File: config.mk
export PLATFORM = sky130hd
export DESIGN_NAME = io_port_decoder
export DESIGN_NICKNAME = d
export VERILOG_FILES = /design/src/rtl/io_dec_pkg.sv /design/src/rtl/io_dec_cfg_regs.sv /design/src/rtl/io_dec_bit_match.sv /design/src/rtl/io_dec_strobes.sv /design/src/rtl/io_port_decoder.sv
export SDC_FILE = /design/constraint.sdc
export NUM_CORES = 1
export LEC_CHECK = 0
export BUFFER_PORTS_ARGS = -buffer_cell sky130_fd_sc_hd__clkbuf_2
export CAP_MARGIN = 30
export CORE_MARGIN = 8
export CORE_UTILIZATION = 53
export CTS_CLUSTER_SIZE = 28
export DETAILED_ROUTE_END_ITERATION = 7
export GPL_TIMING_DRIVEN = 0
export HOLD_SLACK_MARGIN = 0.12
export PLACE_DENSITY = 0.86
export SYNTH_ARGS = -nofsm -noshare
export SYNTH_HDL_FRONTEND = slang
export SYNTH_HIERARCHICAL = 1
export SYNTH_SLANG_ARGS = --single-unit
File: constraint.sdc
create_clock -name clk -period 2.05 [get_ports clk]
set_input_delay 0.1025 -clock clk [delete_from_list [all_inputs] [get_ports clk]]
set_output_delay 0.1025 -clock clk [all_outputs]
set_load 0.01 [all_outputs]
File: src/rtl/io_dec_pkg.sv
package io_dec_pkg;

   typedef logic [1:0] cond_t;

   localparam cond_t COND_LO = 2'b00;
   localparam cond_t COND_HI = 2'b01;
   localparam cond_t COND_DC = 2'b10;

   // a condition holds when it is don't-care or its low bit equals the line level
   function automatic logic cond_ok(input cond_t c, input logic lvl);
      return c[1] | (c[0] == lvl);
   endfunction

endpackage

File: src/rtl/io_dec_cfg_regs.sv
module io_dec_cfg_regs
   import io_dec_pkg::*;
#(
   parameter int ADDR_W = 8,
   parameter int IDX_W  = 3
) (
   input  logic                    clk,
   input  logic                    rst_n,
   input  logic                    we,
   input  logic [IDX_W-1:0]        idx,
   input  cond_t                   wdata,
   output cond_t [ADDR_W-1:0]      fields
);

   generate
      for (genvar k = 0; k < ADDR_W; k++) begin : g_field
         localparam cond_t RST_VAL = (k == 0) ? COND_HI : COND_DC;
         always_ff @(posedge clk or negedge rst_n) begin
            if (!rst_n)
               fields[k] <= RST_VAL;
            else if (we && (int'(idx) == k))
               fields[k] <= wdata;
         end
      end
   endgenerate

endmodule

File: src/rtl/io_dec_bit_match.sv
module io_dec_bit_match
   import io_dec_pkg::*;
(
   input  cond_t cond,
   input  logic  lvl,
   output logic  ok
);

   always_comb ok = cond_ok(cond, lvl);

endmodule

File: src/rtl/io_dec_strobes.sv
module io_dec_strobes (
   input  logic all_ok,
   input  logic iorq_n,
   input  logic rd_n,
   input  logic wr_n,
   input  logic m1_n,
   output logic dev_en_n,
   output logic dev_rd_n,
   output logic dev_wr_n,
   output logic int_ack_n
);

   logic en;

   always_comb begin
      en        = all_ok & ~iorq_n;
      dev_en_n  = ~en;
      dev_rd_n  = ~(en & ~rd_n);
      dev_wr_n  = ~(en & ~wr_n);
      int_ack_n = ~(~m1_n & ~iorq_n);
   end

endmodule

File: src/rtl/io_port_decoder.sv
module io_port_decoder
   import io_dec_pkg::*;
#(
   parameter int ADDR_W = 8,
   parameter int IDX_W  = $clog2(ADDR_W)
) (
   input  logic              clk,
   input  logic              rst_n,
   input  logic              cfg_we,
   input  logic [IDX_W-1:0]  cfg_idx,
   input  logic [1:0]        cfg_data,
   input  logic [ADDR_W-1:0] addr,
   input  logic              iorq_n,
   input  logic              rd_n,
   input  logic              wr_n,
   input  logic              m1_n,
   output logic              dev_en_n,
   output logic              dev_rd_n,
   output logic              dev_wr_n,
   output logic              int_ack_n
);

   generate
      if (ADDR_W < 2 || ADDR_W > 16) begin : g_bad_width
         $error("io_port_decoder: ADDR_W must lie in 2..16");
      end
      if ((1 << IDX_W) < ADDR_W) begin : g_bad_idx
         $error("io_port_decoder: IDX_W too narrow to address every field");
      end
   endgenerate

   cond_t [ADDR_W-1:0] cfg_q;
   logic  [ADDR_W-1:0] ok_vec;
   logic               all_ok;

   io_dec_cfg_regs #(.ADDR_W(ADDR_W), .IDX_W(IDX_W)) i_cfg (
      .clk    (clk),
      .rst_n  (rst_n),
      .we     (cfg_we),
      .idx    (cfg_idx),
      .wdata  (cfg_data),
      .fields (cfg_q)
   );

   // field 0 carries the M1 condition; addr[0] has no matcher at all
   generate
      for (genvar k = 0; k < ADDR_W; k++) begin : g_match
         if (k == 0) begin : g_m1
            io_dec_bit_match i_m (.cond(cfg_q[0]), .lvl(m1_n), .ok(ok_vec[0]));
         end else begin : g_addr
            io_dec_bit_match i_m (.cond(cfg_q[k]), .lvl(addr[k]), .ok(ok_vec[k]));
         end
      end
   endgenerate

   always_comb all_ok = &ok_vec;

   io_dec_strobes i_strb (
      .all_ok    (all_ok),
      .iorq_n    (iorq_n),
      .rd_n      (rd_n),
      .wr_n      (wr_n),
      .m1_n      (m1_n),
      .dev_en_n  (dev_en_n),
      .dev_rd_n  (dev_rd_n),
      .dev_wr_n  (dev_wr_n),
      .int_ack_n (int_ack_n)
   );

endmodule

# ---- Word level (Yosys, flattened, before mapping)
# Index checks and enable logic that the tools add are counted.
dict set report totals {
  ff_bits 16
  output_inout_bits 4
  word_cells 53
}
dict set report classes {
  n_bitwise 20
  reduce_logical 10
  eq_ne 15
}
# op count
set op_table {}
lappend op_table {{3-bit equality test, second input constant} 4}
lappend op_table {{1-bit equality test} 8}
lappend op_table {{1-bit logical AND} 8}
lappend op_table {{1-bit inverter} 8}
lappend op_table {{1-bit bitwise OR} 8}
lappend op_table {{8-bit AND reduction} 1}
lappend op_table {{3-bit by 2-bit equality test with 1-bit output, second input constant} 2}
lappend op_table {{1-bit AND} 4}
lappend op_table {{3-bit by 1-bit equality test with 1-bit output, second input constant} 1}
lappend op_table {{3-bit zero test} 1}

# ---- Depth between registers and ports, before layout
# Gate-level depths: netlist (run 1).
dict set report logic_depth {
  depth_word 6
  mapped_depth 5
  depth_no_buf 5
}

# ---- Modules after synthesis
# The synthesis (run 1) kept the hierarchy.
# mod area_each_um2 cells_each seq_area_each_um2 n_inst
set by_module_without_submodules {}
lappend by_module_without_submodules {io_dec_cfg_regs 675.6 40 410.4 1}
lappend by_module_without_submodules {io_dec_bit_match 15.0 2 0.0 8}
lappend by_module_without_submodules {io_dec_strobes 30.0 4 0.0 1}
lappend by_module_without_submodules {io_port_decoder 16.3 3 0.0 1}

# ---- Least setup slack after synthesis (run 1)
# OpenSTA, ideal clock, no wires.
dict set report synth_timing {
  kind {reg-to-output}
  start {reg i_cfg/fields[0] (netlist name)}
  end {out dev_rd_n}
  arrival_ns 1.220
  path_stages_with_launch 6
  required_ns 1.947
  path_slack_ns 0.728
  path_buffers 0
  cell_sequence {dfstp_2 > xor2_1 > nand2b_1 > nand4_1 > nor2_1 > or3b_1}
}
dict set report synth_via {
  elab_chain_cells 6
}
# item line_no
set synth_rtl {}
lappend synth_rtl {{start: declaration} io_dec_cfg_regs.sv:12} ;# output cond_t [ADDR_W-1:0] fields
lappend synth_rtl {{start signal: indexed assignment} io_dec_cfg_regs.sv:22} ;# fields[k] <= wdata;
lappend synth_rtl {{1-bit equality test} io_dec_pkg.sv:11} ;# return c[1] | (c[0] == lvl);
lappend synth_rtl {{1-bit bitwise OR} io_dec_pkg.sv:11}
lappend synth_rtl {{named net ok_vec[0]} io_port_decoder.sv:33} ;# logic [ADDR_W-1:0] ok_vec;
lappend synth_rtl {{8-bit AND reduction} io_port_decoder.sv:56} ;# always_comb all_ok = &ok_vec;
lappend synth_rtl {{named net all_ok} io_port_decoder.sv:34} ;# logic all_ok;
lappend synth_rtl {{1-bit AND} io_dec_strobes.sv:16} ;# en = all_ok & ~iorq_n;
lappend synth_rtl {{1-bit AND} io_dec_strobes.sv:18} ;# dev_rd_n = ~(en & ~rd_n);
lappend synth_rtl {{1-bit inverter} io_dec_strobes.sv:18}
lappend synth_rtl {{end: declaration} io_port_decoder.sv:18} ;# output logic dev_rd_n,
# The timed path passes the listed nets, and every way through them passes these cells.

# ---- Worst setup path in the final report (run 1)
dict set report layout_timing {
  start {reg i_cfg/fields[7] (netlist name)}
  end {out dev_wr_n}
}
dict set report layout_via {
  elab_chain_cells 5
}
# item line_no
set layout_rtl {}
lappend layout_rtl {{1-bit bitwise OR} io_dec_pkg.sv:11}
lappend layout_rtl {{named net ok_vec[3]} io_port_decoder.sv:33}
lappend layout_rtl {{8-bit AND reduction} io_port_decoder.sv:56}
lappend layout_rtl {{named net all_ok} io_port_decoder.sv:34}
lappend layout_rtl {{1-bit AND} io_dec_strobes.sv:16}
lappend layout_rtl {{1-bit AND} io_dec_strobes.sv:19} ;# dev_wr_n = ~(en & ~wr_n);
lappend layout_rtl {{1-bit inverter} io_dec_strobes.sv:19}
lappend layout_rtl {{end: declaration} io_port_decoder.sv:19} ;# output logic dev_wr_n,
# The timed path passes the listed nets, and every way through them passes these cells.

==> impl_results.md, run 1 <==
- Status: completed
- Type of origin of the critical path: flop
- Busiest grt layer: met2
- TNS Setup: 0 ns
- Avg Inst Size Synth: 13.4 sq um
- Tmin final: 1.77 ns
- #FFs+latches synth: 16
- CTS root buf: clkbuf_4
- Crit path required time: 1.95 ns
- Final hold vios: 0
- Ys Warns: 6
- Clock Power Share: 0.241
- Vias/cell: 5.47
- Largest regs: i_cfg/fields: 16 flops
- Num rows: 14
- Sequential power share: 0.536
- Critical Path AT: 1.66 ns
- Post-synthesis cell area: 842 sq um
- CP Capture Type: primary output
- Clk Latency, worst-skew pair: 0.27 ns
- CTS buffer count: 3
- Grt met2 use: 0.154
- Clock slew at reported path FFs: 0.09 ns
- Ant diodes: 0
- Leakage: 0.000455 uW
- Logic pwr share: 0.222
- Multiplexer area fraction after synthesis: 0.214
- Critical Path Source: i_cfg/fields[7]$_DFFE_PN1P_
- Die height: 55.9 um
- Post-DP HPWL: 1.25 mm
- F_max: 566 MHz
- Post-synthesis net count: 83
- Vias in the first global route: 612
- P_int: 626 uW
- Met1 Use GR: 0.115
- Core Util, Final: 0.676
- # DRC: 0
- Post-DR wirelength/cell: 14.4 um
- DR pass1 iterations: 3
- Via count: 580
- Slew headroom: 0.751
- Most frequent cells in the layout: clkbuf_2, nand2b_1, mux2_2
- Max FO, Critical Path: 3
- First-pass GRT wire length: 2.56 mm
- Peak VDD IR: 0.000586 V
- Cell area power density: 816 nW/um^2
- Core area: 1510 sq um
- PortBufs: 22
- Synth unique cells: 13
- MaxCap Viol Count: 0
- Htree depth: 1
- XOR/XNOR Fraction of Synth Area: 0.0832
- Max FFs per register: 16
- Cells after Synth: 63
- CTS sink cnt: 16
- Reg-to-Reg Start: i_cfg/fields[4]$_DFFE_PN0P_
- Sw Ratio: 0.247
- Share of cells above drive strength 1: 0.500
- Die X: 55.9 um
- Hold Path Class: in2reg
- Largest family of logic cells by synthesized area: simple AND/OR/NAND/NOR gates
- GRT met3 Usage: 0.0457
- Gr ovfl total: 0
- Largest net degree at the start of global routing: 17
- Antenna-violating nets left: 0
- Compound-Gate Fraction of Synth Area: 0
- Synth Area in Simple Gates: 0.215
- Die footprint: 3120 sq um
- Worst-Margin Slew: 0.373 ns
- Ports: 24
- Hold path start: cfg_data[0]
- Initial Utilization: 0.559
- Setup bufs post-CTS: 0
- Switch Pwr: 205 uW
- Final Skew: 0 ns
- Post-Synth Adder-Cell Area: 0
- Starting DRT DRC Count: 5
- Nets@finish: 111
- Final setup vio count: 0
- Antenna violations before repair: 0
- Final period util: 0.862
- RSZ-0062 raised after global routing: no
- GRT Total Usage: 0.0979
- Crit Path Category: reg2out
- Max Slew Vio Count: 0
- Post-synthesis sequential area ratio: 0.487
- Placer congestion estimate: 0.713
- Leading cell type in the layout, fill and taps excluded: clkbuf_2
- CTS tree: built
- WL final: 1.53 mm
- Reg with most FFs: i_cfg/fields
- Maximum clock insertion buffer count: 2
- P&R area growth vs syn: 21.0%
power groups by stage:
stage	sequential, uW	combinational (uW)	clock (uW)
2_1_floorplan	441	130	0
3_3_place_gp	447	179	0
3_5_place_dp	453	187	0
4_1_cts	447	189	210
5_1_grt	455	206	221
6_report	446	185	201
critical path, stage by stage, from the launching register on:
cell	delay [ns]
dfstp_2	0.53
nand2b_1	0.12
nand4_1	0.10
nor2_1	0.15
or3b_1	0.35
clkbuf_2	0.13
routing by layer:
metal,part of all wire,vias to the layer above,wire (um)
met1,0.47,277,716
met3,0.075,0,114
li1,-,285,-
met2,0.46,18,698
met5,0,-,0
met4,0,0,0
final timing paths:
path	endpoint	slack, ns	cells past startpoint
min in group asynchronous	i_cfg/fields[6]$_DFFE_PN0P_	0.27	2
setup reg to reg	i_cfg/fields[4]$_DFFE_PN0P_	1.25	1
hold / removal	i_cfg/fields[12]$_DFFE_PN0P_	0.17	2
hold reg to reg	i_cfg/fields[2]$_DFFE_PN0P_	0.51	1
setup / recovery	dev_wr_n	0.28	5
max in group asynchronous	i_cfg/fields[9]$_DFFE_PN1P_	1.47	2
through the flow:
step	cell area (sq um)	std cells	setup slack (ns)	total power (uW)	hold slack, ns
finish	1020	106	0.283	831	0.175
global route	1020	106	0.160	882	0.182
CTS	1020	106	0.245	846	0.166
detailed placement	972	101	0.568	640	0.0334
global placement	972	101	0.591	626	0.0300
floorplan	842	63	0.728	571	-0.193
kinds of logic (layout without fill, tap and decap cells):
group / Yosys count / after routing
buffers and inverters: 0 / 27
multiplexers: 16 / 16
flip-flops: 16 / 16
XOR/XNOR: 8 / 8
AND/OR/NAND/NOR: 23 / 23
repair_timing:
item	CTS	global route
hold buffers	1	0
endpoints found under the setup margin	0	0
endpoints found under the hold margin	16	0
resized for setup	0	0
cells in the mapped netlist (all sizes together):
library cell / n / share of area
mux2: 16 / 0.21
nand2b: 9 / 0.067
dfrtp: 8 / 0.24
dfstp: 8 / 0.25
xor2: 8 / 0.083
and4bb: 3 / 0.045
nand4: 3 / 0.022
nand4b: 3 / 0.031
or3b: 2 / 0.021
nor2: 1 / 0.0045
nor4b: 1 / 0.018
or2: 1 / 0.0074
cell type report:
cell class	instances	area, sq um
fillers	120	488
multi-input cells	47	432
repair buffers	23	120
flip-flops and latches	16	410
clock buffers	4	36.3
well taps	16	20.0
Power figures use the tool's default switching activity.
==> run 2: changes to the inputs <==
--- a/config.mk
+++ b/config.mk
@@ -14,7 +14,9 @@
 export GPL_TIMING_DRIVEN = 0
 export HOLD_SLACK_MARGIN = 0.12
 export PLACE_DENSITY = 0.86
+export RECOVER_POWER = 25
 export SYNTH_ARGS = -nofsm -noshare
 export SYNTH_HDL_FRONTEND = slang
 export SYNTH_HIERARCHICAL = 1
 export SYNTH_SLANG_ARGS = --single-unit
+export TNS_END_PERCENT = 1
==> run 2 against run 1 <==
  * Non-clock buffer count did not move
  * Critical path depth stayed put
  * Sequential share of layout area about the same
  * Clock skew unchanged
  * Global-route usage unchanged
  * Setup slack stayed put
  * Die area unchanged
  * Clock-buffer cell count is the same
  * Critical path type unchanged
==> impl_results.md, run 2 (synthesis results as in run 1) <==
- Final hold vios: 0 (unchanged)
- Worst-Margin Slew: 0.799 ns (was 0.373 ns)
- DR pass1 iterations: 3 (unchanged)
- Clk Latency, worst-skew pair: 0.27 ns (about the same)
- Cell area power density: 817 nW/um^2 (was 816 nW/um^2)
- Nets@finish: 111 (unchanged)
- Worst hold path depth: 2 (unchanged)
- Share of cells above drive strength 1: 0.489 (was 0.500)
- Via count: 580 (unchanged)
- Fillers: 121 (was 120)
- CTS buffer count: 3 (unchanged)
- Starting DRT DRC Count: 5 (unchanged)
- Crit Path Category: reg2out (unchanged)
- Ant diodes: 0 (unchanged)
- Largest net degree at the start of global routing: 17 (unchanged)
- Die footprint: 3120 sq um (unchanged)
- Most frequent cells in the layout: clkbuf_2, nand2b_1, mux2_2 (unchanged)
- Final setup vio count: 0 (unchanged)
- Antenna-violating nets left: 0 (unchanged)
- Post-DP HPWL: 1.25 mm (unchanged)
- Antenna violations before repair: 0 (unchanged)
- Crit path required time: 1.95 ns (about the same)
- Tmin final: 1.77 ns (unchanged)
- Final Skew: 0 ns (unchanged)
- Largest regs: i_cfg/fields: 16 flops (unchanged)
- Max incr delay on CP: 0.53 ns (about the same)
- Core area: 1510 sq um (unchanged)
- Hold Path Class: in2reg (unchanged)
- Reg with most FFs: i_cfg/fields (unchanged)
- Gr ovfl total: 0 (unchanged)
- Leakage: 0.000452 uW (was 0.000455 uW)
- Vias in the first global route: 612 (unchanged)
- Worst path cell trace: nand2b_1, nand4_1, nor2_1, or3b_1, clkbuf_2 (unchanged)
- Die X: 55.9 um (unchanged)
- Htree depth: 1 (unchanged)
- Initial Utilization: 0.559 (unchanged)
- Hold WS: 0.175 ns (about the same)
- Type of origin of the critical path: flop (unchanged)
- GRT Total Usage: 0.0979 (unchanged)
- Cell family with the largest share of critical-path delay: simple AND/OR/NAND/NOR gates (unchanged)
- Peak VDD IR: 0.000586 V (about the same)
- RSZ-0062 raised after global routing: no (unchanged)
- P&R area growth vs syn: 20.8% (was 21.0%)
- FF-to-FF path depth: 1 (unchanged)
- Clock slew at reported path FFs: 0.09 ns (about the same)
- F_max: 566 MHz (unchanged)
- Max FO, Critical Path: 3 (unchanged)
- MaxCap Viol Count: 0 (unchanged)
- Slowest cell on the critical path: dfstp_2 (unchanged)
- Slew headroom: 0.467 (was 0.751)
- Maximum clock insertion buffer count: 2 (unchanged)
- Leading cell type in the layout, fill and taps excluded: clkbuf_2 (unchanged)
- Die height: 55.9 um (unchanged)
- Setup bufs post-CTS: 0 (unchanged)
- Resize count post-CTS: 0 (unchanged)
- Number of buffers and inverters on the critical path: 1 (unchanged)
- Levels on crit path: 5 (unchanged)
- Final period util: 0.862 (unchanged)
- First-pass GRT wire length: 2.56 mm (unchanged)
- Placer congestion estimate: 0.713 (unchanged)
- Status: completed (unchanged)
- CTS root buf: clkbuf_4 (unchanged)
- Critical Path AT: 1.66 ns (about the same)
- # DRC: 0 (unchanged)
- PortBufs: 22 (unchanged)
- CTS sink cnt: 16 (unchanged)
- Max Slew Vio Count: 0 (unchanged)
- CTS tree: built (unchanged)
- Num rows: 14 (unchanged)
- Vias/cell: 5.47 (unchanged)
- TNS Setup: 0 ns (unchanged)
- WL final: 1.53 mm (about the same)
- Max FFs per register: 16 (unchanged)
- Ports: 24 (unchanged)
- Post-DR wirelength/cell: 14.4 um (about the same)
- # hold bufs at CTS: 1 (unchanged)
- CP Capture Type: primary output (unchanged)
==> run 2: cell types whose count changed in the layout (fill, tap and decap cells not counted) <==
cell      before  now
clkbuf_1       0    1
clkbuf_2      22   21
==> run 2: final timing paths <==
path                                                 to  slack, ns                         from
min                        i_cfg/fields[12]$_DFFE_PN0P_       0.17                  cfg_data[0]
max in group asynchronous  i_cfg/fields[10]$_DFFE_PN0P_       1.13                        rst_n
min reg2reg                 i_cfg/fields[2]$_DFFE_PN0P_       0.51  i_cfg/fields[2]$_DFFE_PN0P_
max reg2reg                 i_cfg/fields[4]$_DFFE_PN0P_       1.25  i_cfg/fields[4]$_DFFE_PN0P_
min in group asynchronous   i_cfg/fields[6]$_DFFE_PN0P_       0.42                        rst_n
max                                            dev_wr_n       0.28  i_cfg/fields[7]$_DFFE_PN1P_
==> run 2: area by class of cell <==
class,instances,area [sq um],share of cell area
repair buffers,23,119,0.117
well taps,16,20.0,0.0197
multi-input cells,47,432,0.424
flip-flops and latches,16,410,0.403
clock buffers,4,36.3,0.0357
==> run 2: power by group <==
group	leakage (uW)	total, uW	switching, uW	internal, uW
Clock	0.0000210	201	92.7	108
Combinational	0.000251	185	76.8	108
Sequential	0.000180	446	36.0	410
Total	0.000452	831	205	625
==> run 2: metal layers <==
| metal | track usage | share of wire | wire length [um] | up-vias |
|---|---|---|---|---|
| li1 | - | - | - | 285 |
| met1 | 0.115 | 0.47 | 715 | 277 |
| met2 | 0.154 | 0.46 | 698 | 18 |
| met3 | 0.0457 | 0.075 | 114 | 0 |
| met4 | 0.0309 | 0 | 0 | 0 |
| met5 | 0 | 0 | 0 | - |
==> run 2: through the flow <==
stage	utilization	instances	cell area [sq um]	setup WS [ns]	total power, uW
6_report	0.675	106	1020	0.283	831
3_3_place_gp	0.645	101	972	0.591	626
2_1_floorplan	-	63	842	0.728	571
5_1_grt	0.675	106	1020	0.160	881
4_1_cts	0.676	106	1020	0.245	846
3_5_place_dp	0.645	101	972	0.568	640
